`config.mk`:
```
export PLATFORM = sky130hd
export DESIGN_NAME = stepper_xlate
export DESIGN_NICKNAME = d
export VERILOG_FILES = /design/src/rtl/stepper_xlate.sv
export SDC_FILE = /design/constraint.sdc
export NUM_CORES = 1
export LEC_CHECK = 0
export BUFFER_PORTS_ARGS = -buffer_cell sky130_fd_sc_hd__buf_4
export CAP_MARGIN = 20
export CORE_MARGIN = 3
export CORE_UTILIZATION = 38
export CTS_CLUSTER_DIAMETER = 30
export CTS_CLUSTER_SIZE = 8
export DETAILED_ROUTE_END_ITERATION = 10
export HOLD_SLACK_MARGIN = 0.12
export SETUP_SLACK_MARGIN = 0.5
export SKIP_CTS_REPAIR_TIMING = 1
export SLEW_MARGIN = 5
export SYNTH_ARGS = -nofsm -noshare
export SYNTH_HDL_FRONTEND = slang
export SYNTH_SLANG_ARGS = --single-unit
```
`constraint.sdc`:
```
create_clock -name clk -period 7.3 [get_ports clk]
set_input_delay 0.365 -clock clk [delete_from_list [all_inputs] [get_ports clk]]
set_output_delay 0.365 -clock clk [all_outputs]
set_load 0.02 [all_outputs]
```
`src/rtl/stepper_xlate.sv`:
```
module stepper_xlate #(
  parameter int MAG_W = 7
) (
  input  logic             clk,
  input  logic             rst_n,
  input  logic             home_n,
  input  logic             sleep_n,
  input  logic             uvlo,
  input  logic             en_n,
  input  logic             step_in,
  input  logic             dir_in,
  input  logic [1:0]       res_sel,
  input  logic [1:0]       decay_sel,
  output logic [MAG_W-1:0] mag_a,
  output logic             pol_a,
  output logic [1:0]       decay_a,
  output logic [MAG_W-1:0] mag_b,
  output logic             pol_b,
  output logic [1:0]       decay_b,
  output logic             bridge_on,
  output logic [4:0]       position
);
  localparam int QSTEPS = 8;
  localparam int LUT_N  = 16;
  localparam logic [4:0] HOME = 5'd4;
  localparam logic [1:0] DK_SLOW = 2'b00, DK_MIX = 2'b01, DK_FAST = 2'b10;

  function automatic int sin_q15(input int i);
    case (i)
      0: return 0;
      1: return 6393;
      2: return 12540;
      3: return 18205;
      4: return 23170;
      5: return 27246;
      6: return 30274;
      7: return 32138;
      default: return 32768;
    endcase
  endfunction

  function automatic logic [MAG_W-1:0] to_code(input int i);
    longint v;
    v = (longint'(sin_q15(i)) * ((longint'(1) << MAG_W) - 1) + 16384) >>> 15;
    return v[MAG_W-1:0];
  endfunction

  function automatic logic [3:0] idx_a(input logic [4:0] p);
    return p[3] ? (4'd8 - {1'b0, p[2:0]}) : {1'b0, p[2:0]};
  endfunction

  logic [MAG_W-1:0] lvl [LUT_N];
  for (genvar g = 0; g < LUT_N; g++) begin : g_lvl
    if (g <= QSTEPS) begin : g_on
      assign lvl[g] = to_code(g);
    end else begin : g_off
      assign lvl[g] = '0;
    end
  end

  logic [4:0] pos, raw, nxt, inc;
  logic [1:0] dk_a, dk_b, req_dk;
  logic       step_q, edge_s, hold;
  logic [MAG_W-1:0] nmag_a, nmag_b;

  assign hold   = !home_n || !sleep_n || uvlo;
  assign edge_s = step_in && !step_q;
  assign inc    = 5'd8 >> res_sel;
  assign raw    = dir_in ? pos + inc : pos - inc;

  always_comb begin
    case (res_sel)
      2'b00:   nxt = {raw[4:3], 3'b100};
      2'b01:   nxt = {raw[4:2], 2'b00};
      2'b10:   nxt = {raw[4:1], 1'b0};
      default: nxt = raw;
    endcase
  end

  assign req_dk = (decay_sel == 2'b00) ? DK_SLOW :
                  (decay_sel == 2'b10) ? DK_FAST : DK_MIX;

  assign nmag_a = lvl[idx_a(nxt)];
  assign nmag_b = lvl[4'd8 - idx_a(nxt)];

  always_ff @(posedge clk or negedge rst_n) begin
    if (!rst_n) begin
      pos    <= HOME;
      dk_a   <= DK_MIX;
      dk_b   <= DK_MIX;
      step_q <= 1'b1;
    end else begin
      step_q <= step_in;
      if (hold) begin
        pos  <= HOME;
        dk_a <= DK_MIX;
        dk_b <= DK_MIX;
      end else if (edge_s) begin
        pos  <= nxt;
        dk_a <= (nmag_a < mag_a) ? req_dk : DK_SLOW;
        dk_b <= (nmag_b < mag_b) ? req_dk : DK_SLOW;
      end
    end
  end

  assign mag_a     = lvl[idx_a(pos)];
  assign mag_b     = lvl[4'd8 - idx_a(pos)];
  assign pol_a     = !pos[4];
  assign pol_b     = !(pos[4] ^ pos[3]);
  assign decay_a   = dk_a;
  assign decay_b   = dk_b;
  assign position  = pos;
  assign bridge_on = !en_n && !hold;
endmodule

```
# --- After elaboration in Yosys (flattened, before gate mapping) ---
# Memory sizes are Yosys's and may differ from the RTL's.
# Cells that the tools add are included.
word_totals:
  reg_bits: 10
  mem_bits_ro: 448
  inputBits: 12
  output_inout_bits: 26
  wordCells: 65
  n_memories: 4
memory_table:
  columns: ["name", "depth", "width", "read_ports", "rd_ports_with_merged_regs", "wr", "line", "source"]
  rows:
  - ["(no name shown)", 16, 7, 1, 0, 0, "107", "assign mag_b = lvl[4'd8 - idx_a(pos)];"]
  - ["(no name shown)", 16, 7, 1, 0, 0, "106", "assign mag_a = lvl[idx_a(pos)];"]
  - ["(no name shown)", 16, 7, 1, 0, 0, "84", "assign nmag_b = lvl[4'd8 - idx_a(nxt)];"]
  - ["(no name shown)", 16, 7, 1, 0, 0, "83", "assign nmag_a = lvl[idx_a(nxt)];"]
op_classes:
  n_addsub: 6
  magnitude_cmp: 6
  eq_ne: 3
  n_shift: 1
  muxes: 22
  bitwise: 5
  reduce_logical: 14
ops:
  columns: ["op", "count"]
  rows:
  - ["2-to-1 mux 7 bit", 8]
  - ["greater-or-equal comparator 5 bit, second input constant", 4]
  - ["inverter 4 -> 5 bit", 4]
  - ["2-to-1 mux 2 bit", 8]
  - ["2-to-1 mux 5 bit", 3]
  - ["less-than comparator 7 bit", 2]
  - ["case mux 3 bit (3 select lines)", 1]
  - ["2-to-1 mux 4 bit", 2]
  - ["subtractor 4 x 3 -> 4 bit, first input constant", 2]
  - ["subtractor 4 bit, first input constant", 2]
  - ["zero test 1 bit", 7]
  - ["adder 5 bit", 1]
  - ["right shift 4 x 2 -> 5 bit, first input constant", 1]
  - ["subtractor 5 bit", 1]
  - ["equality test 2 bit, second input constant", 2]
  - ["zero test 2 bit", 2]
  - ["equality test 2 x 1 -> 1 bit, second input constant", 1]
  - ["logical AND 1 bit", 2]
  - ["logical OR 1 bit", 2]
  - ["nonzero test 2 bit", 1]
  - ["XOR 1 bit", 1]

# --- Logic depth before layout (Yosys ltp) ---
logic_depth:
  ltp_word: 15
  depth_mapped: 26
  mapped_depth_nobuf: 24

# --- Worst setup path after synthesis ---
# No wires, ideal clock.
synth_timing:
  path_type: "input to register"
  from: "in res_sel[0]"
  to: "reg dk_b[0] (netlist: decay_b[0])"
  arrival_time_ns: 4.810
  t_required_ns: 7.239
  path_slack_ns: 2.428
  path_stages: 22
  path_buffers: 1
  path_cell_list: "nand2b_1 > ha_1 > inv_1 > mux2i_1 > ha_1 > a21o_1 > a21oi_2 > xnor2_1 > mux2i_1 > ha_1 > ha_1 > clkbuf_1 > nor2b_1 > a21boi_0 > o22ai_1 > a21oi_1 > ha_1 > o21ai_0 > nor2_1 > a2111oi_0 > a41o_1 > a221o_1"
synth_between:
  elab_chain_cells: 15
  elab_cells_between_ends: 19
synth_lines:
  columns: ["element", "line", "source"]
  rows:
  - ["start: declaration", "12", "input logic [1:0] res_sel,"]
  - ["right shift 4 x 2 -> 5 bit", "68", "assign inc = 5'd8 >> res_sel;"]
  - ["subtractor 5 bit or adder 5 bit (tied branches)", "69", "assign raw = dir_in ? pos + inc : pos - inc;"]
  - ["2-to-1 mux 5 bit", "69", null]
  - ["case mux 3 bit (3 select lines)", "72", "case (res_sel)"]
  - ["subtractor 4 x 3 -> 4 bit", "49", "return p[3] ? (4'd8 - {1'b0, p[2:0]}) : {1'b0, p[2:0]};"]
  - ["2-to-1 mux 4 bit *", "49", null]
  - ["subtractor 4 bit *", "84", null]
  - ["inverter 4 -> 5 bit (implied by the code) *", "84", null]
  - ["memory (16 x 7 bit) *", null, null]
  - ["2-to-1 mux 7 bit (implied by the code) * (2 in series)", "84", null]
  - ["less-than comparator 7 bit *", "101", "dk_b <= (nmag_b < mag_b) ? req_dk : DK_SLOW;"]
  - ["2-to-1 mux 2 bit *", "101", null]
  - ["2-to-1 mux 2 bit *", "98", "end else if (edge_s) begin"]
  - ["2-to-1 mux 2 bit *", "94", "if (hold) begin"]
  - ["end signal: assignment", "101", null]
  - ["end: declaration", "62", "logic [1:0] dk_a, dk_b, req_dk;"]
# Every way passes the cells marked *; elsewhere a longest branch is shown, timed or not. The select of a mux whose other input is x is not followed.
# A chain may end at the register's enable or synchronous reset.

# --- Worst setup path after layout ---
layout_timing:
  from: "reg pos[0] (netlist: position[0])"
  to: "reg dk_b[0] (netlist: decay_b[0])"
layout_between:
  elab_chain_cells: 14
  elab_cells_between_ends: 22
layout_lines:
  columns: ["element", "line", "source"]
  rows:
  - ["start: declaration", "61", "logic [4:0] pos, raw, nxt, inc;"]
  - ["start signal: assignment", "99", "pos <= nxt;"]
  - ["subtractor 5 bit or adder 5 bit (tied branches)", "69", null]
  - ["2-to-1 mux 5 bit", "69", null]
  - ["case mux 3 bit (3 select lines)", "72", null]
  - ["subtractor 4 x 3 -> 4 bit", "49", null]
  - ["2-to-1 mux 4 bit", "49", null]
  - ["subtractor 4 bit", "84", null]
  - ["inverter 4 -> 5 bit (implied by the code)", "84", null]
  - ["memory (16 x 7 bit)", null, null]
  - ["2-to-1 mux 7 bit (implied by the code) (2 in series)", "84", null]
  - ["less-than comparator 7 bit *", "101", null]
  - ["2-to-1 mux 2 bit *", "101", null]
  - ["2-to-1 mux 2 bit *", "98", null]
  - ["2-to-1 mux 2 bit *", "94", null]
# Marked as above.

==> metrics.cfg <==
[cts]
cts_sinks=10
insertion_delay_ns=0.24
clk_path_buf_depth=2
cts_buffers=3
clkTransAtPathRegs_ns=0.05
h-tree-depth=1
cts_tree=done
clockRootBuffer=clkbuf_8

[synthesis]
synth_edf_count=0
synth_mux_area_frac=0.0379
synth_top_cell_by_area=ha_1
synth_top_area_frac=0.219
yosys_register_bits=10
synthFlopType=dfrtp_1
syn_nets=304
synth_cell_type_count=53
synth_warnings=0
synthArstFlopShare=1.00
ys_seq_area_frac=0.131
synth-simple-area-share=0.219
avgSynthCellArea_um2=7.58
syn_inst=257
synth_top_family_by_area=compound AO/OA/AOI/OAI gates
synth_area_um2=1950
synth_compound_area_frac=0.253
synth_area_leaders=ha_1 (22%), dfrtp_1 (7.7%), nor2_1 (5.6%)
synth-xor-area-share=0.0533
yosys.area_share.adder=0.229

[floorplanning]
io_pins=38
coreArea_um2=4850
die_h_um=77.6
design.die.area_um2=6020
die_w_um=77.6
initial_core_util=0.402
num_rows=25

[grt]
antenna_found_initial=0
grt_pass1_vias=1723
grt_max_degree=14
overflow=0
grt_use_total=0.154
grt_pass1_wl_um=7820

[timing]
slew_viol_final=0
worstMarginPinSlew_ns=0.721
layout_worst_path_cycle_share=0.725
min_period_ns=5.29
timing.setup.tns_ns=0
rsz0062_at_grt=false
fin_skew_ns=0.00202
hold_viol=0
timing.fmax_mhz=189
max-slew-margin-rel=0.506
setup_violations=0

[placed_design]
place_hpwl_um=3860
gp_congestion=0.815
port_buffers=37

[worst_setup_path]
path_class=register to register
slowest_stage=dfrtp_1
worstSetupStartpointType=register
crit_path_frequent_cell=ha_1
cp_max_fo=13
worstPathArrival_ns=5.48
critPathCaptureType=register
crit_required_ns=7.48
crit_chain=inv_1 > ha_1 > inv_1 > ha_1 > mux2i_1 > ha_1 > ha_1 > nor2b_1 > a21boi_0 > o22ai_1 > a21oi_1 > ha_1 > o21ai_0 > nor2_1 > a2111oi_0 > a41o_1 > a221o_1
cpPeakStageDelay_ns=0.65
reg2reg_depth=17

[worst_hold_path]
min_path_type=input port to register
min_path_cells=1

[drt]
drtPass1Iterations=4
vias=1875
drt-wirelength-per-cell_um=12.9
drt-vias-per-instance=5.22
drc_errors=0
antenna_left=0
drt_iter0_drc=125
drt-total-wl_um=4650

[flow_run]
cap_viol_max_count=0

[power_and_ir_drop]
p_leak_nw=1.22
p_per_area_nw_per_um2=127
ir_drop_mv=0.108
totalPowerFinal_w=0.000298

[cells_and_area]
area_growth_pct=20.0
layout_commonest_cell=buf_4
fillers=497
nets=340
mostFrequentLayoutCells=buf_4 (37), ha_1 (34), nor2_1 (29)
antenna_cells=0
layout-drive-gt1-share=0.202

[outcome]
outcome=finished clean

-- power by group --
group	internal, W	switching (W)	leakage [nW]	total (W)
registers	0.0000570	0.00000136	0.126	0.0000584
clock network	0.0000475	0.0000228	0.0288	0.0000703
logic	0.0000718	0.0000973	1.06	0.000169
total	0.000176	0.000122	1.22	0.000298
-- cell families after synthesis --
family                   after synthesis
AO/OA/AOI/OAI                         71
XOR/XNOR                              11
adder cells (fa/ha/maj)               35
buffers and inverters                 37
flip-flops                            10
multiplexers                           7
AND/OR/NAND/NOR                       86
-- Yosys cell counts, drive strengths merged (4+ instances only) --
master,instances
dfstp,4
nand3,4
mux2i,7
a21o,10
and2,4
dfrtp,6
nor2b,6
xor2,6
xnor2,5
inv,30
nor2,30
o21ai,12
buf,4
nand2,22
a21oi,21
ha,34
-- registers in the layout, indices dropped and copies added, names as in the netlist --
name,flops
decay_b,2
decay_a,2
position,5
step_q,1
-- metal layers --
layer | track usage | share of wire | vias up
li1 | - | - | 971
met1 | 0.219 | 0.51 | 849
met2 | 0.253 | 0.45 | 48
met3 | 0.00928 | 0.032 | 7
met4 | 0.0427 | 0.011 | 0
met5 | 0 | 0 | -
-- worst max-delay path: cells and delay by family (launching register included) --
family,cells,cell delay [ns]
AO/OA/AOI/OAI,7,1.46
adder cells (fa/ha/maj),5,1.63
buffers and inverters,2,0.62
flip-flops,1,0.65
multiplexers,1,0.60
AND/OR/NAND/NOR,2,0.27
-- per-stage QoR --
| stage | area [um2] | setup slack [ns] | hold slack, ns | util | cells |
|---|---|---|---|---|---|
| 4_1_cts | 2330 | 2.03 | -0.0589 | 0.480 | 358 |
| 6_report | 2340 | 2.01 | 0.247 | 0.482 | 359 |
| 3_5_place_dp | 2270 | 1.79 | 0.201 | 0.468 | 354 |
| 2_1_floorplan | 1950 | 2.43 | 0.0694 | - | 257 |
| 5_1_grt | 2340 | 1.53 | 0.242 | 0.482 | 359 |
| 3_3_place_gp | 2270 | 2.00 | 0.202 | 0.468 | 354 |
-- final timing paths --
kind,slack [ns],end,startpoint
worst max-delay path,2.01,decay_b[0],position[0]
max in group asynchronous,6.60,position[2],rst_n
min in group asynchronous,0.48,position[0],rst_n
worst max register to register,2.01,decay_b[0],position[0]
worst min register to register,0.53,decay_a[1],decay_a[1]
worst min-delay path,0.25,step_q,step_in
-- layout make-up --
type | instances | area [um2] | area share
Multi-Input combinational cell | 210 | 1540 | 0.660
Clock buffer | 4 | 55.1 | 0.0236
Tap cell | 67 | 83.8 | 0.0359
Sequential cell | 10 | 255 | 0.109
Timing Repair Buffer | 38 | 288 | 0.123
Inverter | 30 | 113 | 0.0482
Power figures use the tool's default switching activity.
